==> src/rtl/nand_ecc_gen.sv <==
module nand_ecc_gen #(
  parameter int MIN_LOG = 8,
  parameter int MAX_LOG = 13,
  localparam int CW = 2 * MAX_LOG + 6
) (
  input  logic          clk,
  input  logic          rst_n,
  input  logic          en,
  input  logic          clr,
  input  logic [2:0]    size_sel,
  input  logic          ce_n,
  input  logic          we_n,
  input  logic          re_n,
  input  logic [7:0]    data,
  input  logic [CW-1:0] cmp_code,
  output logic [CW-1:0] code,
  output logic          ready,
  output logic [CW-1:0] syndrome,
  output logic          err_none,
  output logic          err_single,
  output logic          err_multi
);
  localparam int LW = $clog2(MAX_LOG + 1);
  localparam int OW = $clog2(CW + 1);

  logic [LW-1:0]      lg;
  logic [MAX_LOG-1:0] cnt, last;
  logic [CW-1:0]      acc, acc_nxt, mask;
  logic [OW-1:0]      ones;
  logic               strb, strb_q, hit, bp;

  always_comb begin
    if (int'(size_sel) + MIN_LOG > MAX_LOG) lg = LW'(MAX_LOG);
    else                                     lg = LW'(int'(size_sel) + MIN_LOG);
  end

  assign last = MAX_LOG'((32'd1 << lg) - 32'd1);
  assign strb = we_n & re_n;
  assign hit  = en & ~ce_n & ~strb_q & strb & ~ready;
  assign bp   = ^data;

  always_comb begin
    for (int i = 0; i < CW; i++) mask[i] = (i < 6 + 2 * int'(lg));
  end

  always_comb begin
    acc_nxt    = acc;
    acc_nxt[0] = acc[0] ^ (^(data & 8'h55));
    acc_nxt[1] = acc[1] ^ (^(data & 8'hAA));
    acc_nxt[2] = acc[2] ^ (^(data & 8'h33));
    acc_nxt[3] = acc[3] ^ (^(data & 8'hCC));
    acc_nxt[4] = acc[4] ^ (^(data & 8'h0F));
    acc_nxt[5] = acc[5] ^ (^(data & 8'hF0));
    for (int k = 0; k < MAX_LOG; k++) begin
      if (cnt[k]) acc_nxt[7 + 2*k] = acc[7 + 2*k] ^ bp;
      else        acc_nxt[6 + 2*k] = acc[6 + 2*k] ^ bp;
    end
    acc_nxt = acc_nxt & mask;
  end

  always_ff @(posedge clk) begin
    if (!rst_n) begin
      strb_q <= 1'b1;
      acc    <= '0;
      cnt    <= '0;
      code   <= '0;
      ready  <= 1'b0;
    end else begin
      strb_q <= strb;
      if (clr || !en) begin
        acc   <= '0;
        cnt   <= '0;
        code  <= '0;
        ready <= 1'b0;
      end else if (hit) begin
        if (cnt == last) begin
          code  <= acc_nxt;
          ready <= 1'b1;
          acc   <= '0;
          cnt   <= '0;
        end else begin
          acc <= acc_nxt;
          cnt <= cnt + 1'b1;
        end
      end
    end
  end

  assign syndrome = cmp_code ^ code;

  always_comb begin
    ones = '0;
    for (int i = 0; i < CW; i++) ones = ones + OW'(syndrome[i]);
  end

  assign err_none   = (syndrome == '0);
  assign err_single = (int'(ones) == int'(lg) + 3);
  assign err_multi  = !err_none && !err_single;

  assert_hold_code_R6: assert property (@(posedge clk) disable iff (!rst_n)
    (ready && $past(ready)) |-> $stable(code));

  assert_clear_R5: assert property (@(posedge clk) disable iff (!rst_n)
    $past(clr) |-> (!ready && code == '0 && cnt == '0));

  assert_block_len_R3: assert property (@(posedge clk) disable iff (!rst_n)
    $rose(ready) |-> ($past(cnt) == $past(last)));

  assert_ce_ignored_R9: assert property (@(posedge clk) disable iff (!rst_n)
    ($past(ce_n) && $past(en) && !$past(clr)) |-> $stable(cnt));

  assert_one_flag_R8: assert property (@(posedge clk) disable iff (!rst_n)
    $countones({err_none, err_single, err_multi}) == 1);
endmodule

==> config.mk <==
export PLATFORM = sky130hd
export DESIGN_NAME = nand_ecc_gen
export DESIGN_NICKNAME = d
export VERILOG_FILES = /design/src/rtl/nand_ecc_gen.sv
export SDC_FILE = /design/constraint.sdc
export NUM_CORES = 1
export LEC_CHECK = 0
export ABC_AREA = 1
export BUFFER_PORTS_ARGS = -buffer_cell sky130_fd_sc_hd__buf_2
export CAP_MARGIN = 25
export CORE_MARGIN = 3
export CORE_UTILIZATION = 60
export DETAILED_ROUTE_END_ITERATION = 10
export PLACE_DENSITY_LB_ADDON = 0.1
export SLEW_MARGIN = 20
export SYNTH_ARGS = -nofsm -noshare
export SYNTH_HDL_FRONTEND = slang
export SYNTH_SLANG_ARGS = --single-unit
==> constraint.sdc <==
create_clock -name clk -period 11.35 [get_ports clk]
set_clock_uncertainty 0.1 [all_clocks]
set_input_delay 0.5675 -clock clk [delete_from_list [all_inputs] [get_ports clk]]
set_output_delay 0.5675 -clock clk [all_outputs]
set_load 0.02 [all_outputs]
=== Yosys cells after proc, flatten, opt, wreduce, memory -nomap -nowiden ===
Cells that the tools add are included.

* Word-level logic and storage cells: 164
* Register bits after elaboration: 79

* Add/subtract/negate cells: 36
* Reductions and logical operators: 15
* Bitwise logic cells: 43
* $lt $le $gt $ge: 33
* Shift-type cells: 1
* Equal/unequal tests: 2
* Mux-type cells: 29

{| class="wikitable"
|+ Operators by type and width
! cell !! count
|-
| < comparator 6 x 32 -> 1 bit (first input constant) || 15
|-
| < comparator 5 x 32 -> 1 bit (first input constant) || 8
|-
| adder 6 x 1 -> 6 bit || 26
|-
| < comparator 4 x 32 -> 1 bit (first input constant) || 4
|-
| < comparator 3 x 32 -> 1 bit (first input constant) || 2
|-
| parity 8 bit || 7
|-
| bitwise AND 32 bit || 1
|-
| greater-than comparator 32 x 5 -> 1 bit (second input constant) || 1
|-
| logical NOT 32 bit || 1
|-
| < comparator 1 x 32 -> 1 bit (first input constant) || 1
|-
| < comparator 2 x 32 -> 1 bit (first input constant) || 1
|-
| 2-to-1 mux 32 bit || 1
|-
| XOR 1 bit || 32
|-
| XOR 32 bit || 1
|-
| 2-to-1 mux 1 bit || 26
|-
| adder 13 x 1 -> 13 bit (second input constant) || 1
|-
| == test 13 bit || 1
|-
| 2-to-1 mux 13 bit || 1
|-
| left shift 1 x 4 -> 13 bit (first input constant) || 1
|-
| subtractor 13 x 1 -> 13 bit (second input constant) || 1
|-
| adder 3 x 5 -> 6 bit (first input constant) || 1
|-
| adder 5 x 1 -> 6 bit || 1
|-
| == test 6 x 5 -> 1 bit || 1
|-
| < comparator 5 x 6 -> 1 bit (first input constant) || 1
|-
| 14 further kinds || 23
|}

=== Longest topological paths before layout ===
Gate-level depths: netlist (run 1).

* Depth in word-level cells: 35
* Gate-level depth with buffers: 20
* Depth with buffers taken out: 20

=== Worst setup path after synthesis (run 1) ===
Ideal clock, no wire load.

* Path type: input to output
* Start point: in cmp_code[17]
* End point: out err_multi
* Path buffers: 0
* Slack: 4.867 ns
* Arrival time: 5.815 ns
* Data required time: 10.683 ns
* Cell stages on the path: 20
* Cells stage by stage: xor2_1 -> inv_1 -> fa_1 -> fa_1 -> inv_1 -> fa_1 -> inv_1 -> fa_1 -> fa_1 -> inv_1 -> fa_1 -> ha_1 -> inv_1 -> fa_1 -> xnor2_1 -> xor2_1 -> nor3_1 -> nand3_1 -> nor2_1 -> nor2_1

* Cells in the longest elaborated chain, start to end: 19
* Elaborated cells on any way between the ends: 21

{| class="wikitable"
|+ Ends and longest elaborated chain
! element !! RTL line !! RTL
|-
| from (decl) || 15 || <nowiki>input logic [CW-1:0] cmp_code,</nowiki>
|-
| XOR 32 bit || 89 || <nowiki>assign syndrome = cmp_code ^ code;</nowiki>
|-
| adder 6 x 1 -> 6 bit (15 in series) || 93 || <nowiki>for (int i = 0; i < CW; i++) ones = ones + OW'(syndrome[i]);</nowiki>
|-
| == test 6 x 5 -> 1 bit || 97 || <nowiki>assign err_single = (int'(ones) == int'(lg) + 3);</nowiki>
|-
| net err_single || 20 || <nowiki>output logic err_single,</nowiki>
|-
| logical NOT 1 bit || 98 || <nowiki>assign err_multi = !err_none && !err_single;</nowiki>
|-
| logical AND 1 bit || 98 ||
|-
| to (decl) || 21 || <nowiki>output logic err_multi</nowiki>
|}

The timed path passes the listed nets, and every way through them passes these cells.

=== Worst setup path in the final report (run 1) ===
* Start point: reg code[17]
* End point: out err_multi

* Cells in the longest elaborated chain, start to end: 19
* Elaborated cells on any way between the ends: 21

{| class="wikitable"
|+ Ends and longest elaborated chain
! element !! RTL line !! RTL
|-
| from (decl) || 16 || <nowiki>output logic [CW-1:0] code,</nowiki>
|-
| from (signal assigned) || 77 || <nowiki>code <= acc_nxt;</nowiki>
|-
| XOR 32 bit * || 89 ||
|-
| adder 6 x 1 -> 6 bit (15 in series) || 93 ||
|-
| == test 6 x 5 -> 1 bit || 97 ||
|-
| logical NOT 1 bit || 98 ||
|-
| logical AND 1 bit * || 98 ||
|}

Every way passes the cells marked *; elsewhere a longest branch is shown, timed or not.

==> metrics.txt, run 1 <==
status finished, final reports clean; Ports 118; hold path start rst_n; Crit Reg-Reg Startpoint cnt[0]$_SDFFE_PP0P_; post-CTS setup buffers 0; Synth area leaders dfxtp_1, nand2_1, nand3_1; # rows 34; met2 WL post-DR 7.53 mm; number of max-cap violations 0; Final period util 57.9%; Fmax achieved 0.152 GHz; Setup violations, final 0; hold path depth 2; pwr/cell area 160 nW/um^2; die area 10400 um^2; Post-synth EDFFs 0; fin crit period 6.57 ns; worst slew pin tran 0.823 ns; ys flop type dfxtp_1; largest net degree at the start of global routing 41; RR Endpoint code[5]$_SDFFE_PP0P_; setup TNS 0 ns; CTS tree built; gr usage total 30.8%; top cell type's share of synthesized area 28.5%; Hold Crit Endpoint strb_q$_SDFF_PN1_; RD Place Congestion 1.03; worst path cell trace xor2_1 -> inv_1 -> fa_1 -> fa_1 -> inv_1 -> fa_1 -> inv_1 -> fa_1 -> fa_1 -> inv_1 -> fa_1 -> ha_1 -> inv_1 -> fa_1 -> o21ai_0 -> a21oi_1 -> xor2_1 -> nand3_1 -> nor2_1 -> nor2_1 -> buf_2; Tot Pwr 1010 uW; Core ar. 8850 um^2; Required @ worst endpoint 10.68 ns; Min-Delay Path Class in -> reg; Worst R2R Setup Slack 8.85 ns; worst r2r path cells 9; Die Wd 102 um; H-tree level count 3; Initial Util 62.7%; root buf cell clkbuf_8; CP top delay family adder cells; Critical Path End Type primary output; Bufs on Longest Clock Path 2; syn nets 872; IO Port Bufs 117; TritonCTS buffer count 9; DR pass1 iterations 5; Crit path buffers/inverters 6; synthesized area 5550 um^2; Final Max Tran Viols 0; WL final 15.7 mm; Rel. slew slack 45.0%; Ant. Diodes 0; Routed Antenna Nets 0; Iteration-0 DRC Markers 492; Reg clk slew, reported paths 0.08 ns; Critical Path Slowest Stage Cell fa_1; CTS resizes 0; CP most frequent cell fa_1; Crit Path Category reg -> out; endpoints failing hold 0; Worst VDD drop 120 uV; warnings from Yosys 0; chip height 102 um; most common cell after layout, fill and taps aside nand2_1; synth-to-layout area growth 13.8%; area leader, netlist dfxtp_1; commonest cells after routing, fill and taps aside nand2_1, inv_1, buf_2, nand3_1, dfxtp_1; Unique masters post-synth 37; Clock Sinks 79; wl on met1 6.53 mm; crit path launch type register; global-route wire length before repair 25.3 mm; Seq/Total Area, Yosys 28.5%; vias in the first global route 5338; number of vias per cell 5.71; cts hold-fix bufs 0; initial antenna violation count 0; Async SR Flop Fraction 0%; nets 972; DR WL/cell 15.7 um; crit path DAT 5.90 ns; RSZ-0062 raised after global routing false; crit-path max cell delay 0.54 ns; CP Max Fanout 4; DRC Markers 0; layout cells sized above 1 17.5%; synthesized area per cell 7.07 um^2; P_leak 0.00287 uW; Synth Instances 785; WL met3 1.07 mm; Highest Signal Layer met4; via count 5694; hpwl dp 12.0 mm; Worst-Skew Late Latency 0.35 ns; Yosys reg bits 79; grt ovf 0
[metal layers]
| layer | vias to the layer above | global-route usage [%] |
|---|---|---|
| met5 | - | 0 |
| met4 | 0 | 14.5 |
| met3 | 41 | 4.37 |
| met2 | 257 | 50.8 |
| met1 | 2660 | 40.0 |
| li1 | 2736 | - |
[cell usage after synthesis, types with 2 or more instances]
cell and instances:
buf_2 11, nand4_1 37, dfxtp_1 79, o21ai_2 5
clkbuf_1 6, buf_6 6, o21ai_1 25, nor4_1 9
nand3_1 98, xnor2_1 26, xor2_1 29, nor2_4 3
nand2_1 177, nand3_2 2, o21ai_0 11, a21oi_1 39
nor3_1 9, ha_1 13, nand2_2 5, nor2_1 30
a211oi_1 2, inv_1 121, buf_4 5, fa_1 24
[cell families (layout without fill, tap and decap cells)]
kind of cell               Yosys count  count (layout)  synth area share (%)
and+or+nand+nor                    375             375                  31.1
xor gates and xnor gates            55              55                  8.68
adders and majority gates           37              37                  11.6
DFF                                 79              79                  28.5
AOI/OAI and AO/OA                   85              85                  8.23
buffers and inverters              154             259                  11.9
[sequential cells by signal, indices dropped and copies added, names as in the netlist]
register	flops
acc	32
code	32
cnt	13
ready	1
strb_q	1
[worst max-delay path by stage]
stage	from	endpoint	slack [ns]	cells past startpoint
after floorplan	cmp_code[17]	err_multi	4.87	20
after global placement	cmp_code[17]	err_multi	5.06	22
after detailed placement	cmp_code[17]	err_multi	4.96	22
after CTS	code[17]$_SDFFE_PP0P_	err_multi	4.83	21
after global routing	code[17]$_SDFFE_PP0P_	err_multi	4.53	21
final	code[17]$_SDFFE_PP0P_	err_multi	4.78	21
[metrics by stage]
stage / area, um^2 / utilization, % / worst slack (ns) / hold WS (ns) / cells
2_1_floorplan: 5550 / - / 4.87 / 0.345 / 785
3_3_place_gp: 6090 / 68.9 / 5.06 / 0.353 / 982
3_5_place_dp: 6090 / 68.9 / 4.96 / 0.359 / 982
4_1_cts: 6320 / 71.4 / 4.83 / 0.283 / 998
5_1_grt: 6320 / 71.4 / 4.53 / 0.290 / 998
6_report: 6320 / 71.4 / 4.78 / 0.286 / 998
[worst register-to-register path, stage by stage (launching register included)]
cell	delay [ns]
dfxtp_1	0.48
ha_1	0.21
nand2_1	0.07
inv_1	0.11
nand2_1	0.07
nor2_2	0.09
nand3_2	0.10
nor2_4	0.18
nand3_2	0.62
o21ai_1	0.38
[where the power goes]
group / internal, uW / total, uW / leakage, uW / switching (uW)
Sequential: 277 / 277 / 0.000636 / 0.180
Clock: 127 / 237 / 0.000111 / 110
Combinational: 205 / 500 / 0.00212 / 295
[cell type report]
type	count	area (um^2)
Clock inverter	7	103
Sequential cell	79	1580
Timing Repair Buffer	118	593
Inverter	125	473
Multi-Input combinational cell	552	3310
Fill cell	784	2530
Clock buffer	9	124
Tap cell	108	135
(Power assumes the default switching activity.)
==> inputs of run 2 (changes only) <==
CORE_UTILIZATION = 50   (was 60)
clock period = 5.5 ns   (was 11.35 ns; I/O delays follow)
==> run 2 against run 1 <==
The flow now finishes with violations (setup timing). Register-to-register slack got worse by 5.9 ns. Utilization fell by 7.4 points. First-iteration DRC count rose by 72%. Non-clock buffer count rose by 34. Clock power rose by 80%. Final area rose by 6.9%. Power rose by 110%. Die area rose by 19%. Count of clock-buffer cells in the layout rose by 3. Critical path depth fell by 1. Sequential power rose by 110%. Critical path type unchanged.
==> metrics.txt, run 2 (synthesized netlist as in run 1, its figures left out) <==
DR WL/cell 15.2 um (-3.2%); Critical Path End Type primary output; largest net degree at the start of global routing 41 (unchanged); Routed Antenna Nets 0 (unchanged); Crit path buffers/inverters 6 (unchanged); Core ar. 10600 um^2 (+19%); gr usage total 26.4% (-4.4 points); worst path cell trace xor2_4 -> inv_2 -> fa_1 -> fa_1 -> inv_1 -> fa_1 -> inv_1 -> fa_1 -> fa_1 -> inv_1 -> fa_1 -> ha_2 -> inv_1 -> fa_2 -> xnor2_1 -> nor3_2 -> nand3_1 -> nor2_4 -> nor2_4 -> buf_6; Bufs on Longest Clock Path 2 (unchanged); Worst R2R Setup Slack 2.93 ns (-5.92 ns); Switch Pwr 847 uW (+110%); TritonCTS buffer count 9 (unchanged); layout cells sized above 1 23.1% (+5.5 points); Final Max Tran Viols 0 (unchanged); P_leak 0.00306 uW (+6.8%); Rel. slew slack 43.2% (-1.8 points); Sw Ratio 39.8% (-0.18 points); crit path DAT 5.53 ns (-0.37 ns); hpwl dp 12.5 mm (+4.1%); RR Endpoint code[0]$_SDFFE_PP0P_; CP most frequent cell fa_1; number of vias per cell 5.45 (-4.4%); endpoints failing hold 0 (unchanged); worst slew pin tran 0.850 ns (+0.0267 ns); worst r2r path cells 9 (unchanged); Crit path depth 20 (-4.8%); grt ovf 0 (unchanged); Final period util 107%; Die Wd 111 um (+9.0%); initial antenna violation count 0 (unchanged); Final Util 64.0% (-7.4 points); nets 1006 (+3.5%); chip height 111 um (+9.0%); pwr/cell area 315 nW/um^2 (+96%); Comb pwr share 53.2% (+3.9 points); IO Port Bufs 117 (unchanged); Worst VDD drop 476 uV (+300%); failing checks setup timing; Required @ worst endpoint 5.12 ns (-5.56 ns); Ant. Diodes 0 (unchanged); Initial Util 52.6% (-10 points); via count 5782 (+1.5%); setup TNS -0.803 ns (-0.803 ns); Crit Path Category reg -> out; CTS tree built; most common cell after layout, fill and taps aside nand2_1; H-tree level count 3 (unchanged); DR pass1 iterations 5 (unchanged); Setup violations, final 2 (+2); fin crit period 5.90 ns; Reg clk slew, reported paths 0.08 ns (about the same); RD Place Congestion 0.951 (-7.7%); Worst-Skew Late Latency 0.36 ns (about the same); Clk pwr share 20.0% (-3.3 points); Ports 118 (unchanged); status complete, but fails checks; Clock Sinks 79 (unchanged); Crit Reg-Reg Startpoint cnt[0]$_SDFFE_PP0P_; number of max-cap violations 0 (unchanged); crit path launch type register; vias in the first global route 5562 (+4.2%); Min Hold Slack 0.0155 ns (-0.271 ns); die area 12400 um^2 (+19%); global-route wire length before repair 27.0 mm (+6.9%); DRC Markers 0 (unchanged); Min-Delay Path Class in -> reg; crit-path max cell delay 0.53 ns (about the same); Iteration-0 DRC Markers 844 (+72%); Tot Pwr 2130 uW (+110%); WL final 16.1 mm (+2.8%); CP Max Fanout 3 (-1); commonest cells after routing, fill and taps aside nand2_1, inv_1, buf_2, nand3_1, dfxtp_1; Largest regs acc x32, code x32, cnt x13; Critical Path End err_multi; root buf cell clkbuf_8; Flop pwr share 26.8% (-0.6 points); final worst setup slack -0.404 ns (-5.19 ns); CP top delay family adder cells; # rows 37 (+8.8%); Critical Path Slowest Stage Cell fa_2; Fmax achieved 0.169 GHz; Int Pwr 1280 uW (+110%); synth-to-layout area growth 21.7%; CP Launch Point code[19]$_SDFFE_PP0P_; RSZ-0062 raised after global routing true
==> run 2: cell count changes in the layout (fill, tap and decap cells not counted), sizes merged, moves of 2 or more <==
cell,change
buf,+33
clkbuf,+3
inv,-3
clkinv,+2
==> run 2: cell type report <==
type | count | area [um^2]
fillers | 997 | 3800
multi-input cells | 552 | 3460
flip-flops and latches | 79 | 1600
repair buffers | 152 | 860
inverters | 125 | 473
well taps | 136 | 170
clock buffers | 12 | 145
clock inverters | 4 | 45.0
==> run 2: worst min path at each step <==
stage                                endpoint                 from  slack, ns  depth (start not counted)
after CTS                   strb_q$_SDFF_PN1_                 re_n      0.005                          3
after detailed placement    strb_q$_SDFF_PN1_                rst_n       0.36                          2
after global routing        strb_q$_SDFF_PN1_                 we_n       0.05                          3
after global placement    acc[5]$_SDFFE_PP0P_  acc[5]$_SDFFE_PP0P_       0.35                          2
final                       strb_q$_SDFF_PN1_                 re_n       0.02                          3
after floorplan             strb_q$_SDFF_PN1_                rst_n       0.24                          1
==> run 2: repair_timing <==
action / in CTS / in global routing
pin swaps: 9 / 13
endpoints found under the setup margin: 2 / 2
hold buffers: 1 / 0
gates resized for setup: 4 / 7
hold endpoints to repair: 1 / 0
setup buffers: 0 / 1
==> run 2: through the flow <==
stage	setup WS [ns]	area (um^2)	instances
6_report	-0.404	6760	1060
2_1_floorplan	0.0201	5680	785
3_5_place_dp	-0.251	6500	1042
4_1_cts	-0.524	6720	1059
3_3_place_gp	-0.119	6500	1042
5_1_grt	-0.621	6760	1060
==> run 2: tightest hold or removal path: stages <==
cell and delay (ns):
buf_2 0.07, nand2_1 0.05, nand2_1 0.05
==> run 2: power groups by stage <==
stage	Sequential (uW)	Clock [uW]	Combinational, uW
3_5_place_dp	584	0	1080
5_1_grt	570	458	1280
3_3_place_gp	584	0	1040
4_1_cts	570	436	1090
6_report	570	426	1130
2_1_floorplan	583	0	831
==> run 2: metal layers <==
metal	vias up	global-route usage [%]	share of wire [%]
met4	0	8.03	2.3
li1	2803	-	-
met5	-	0	0
met2	251	43.4	47
met3	30	4.08	7.0
met1	2698	36.1	44
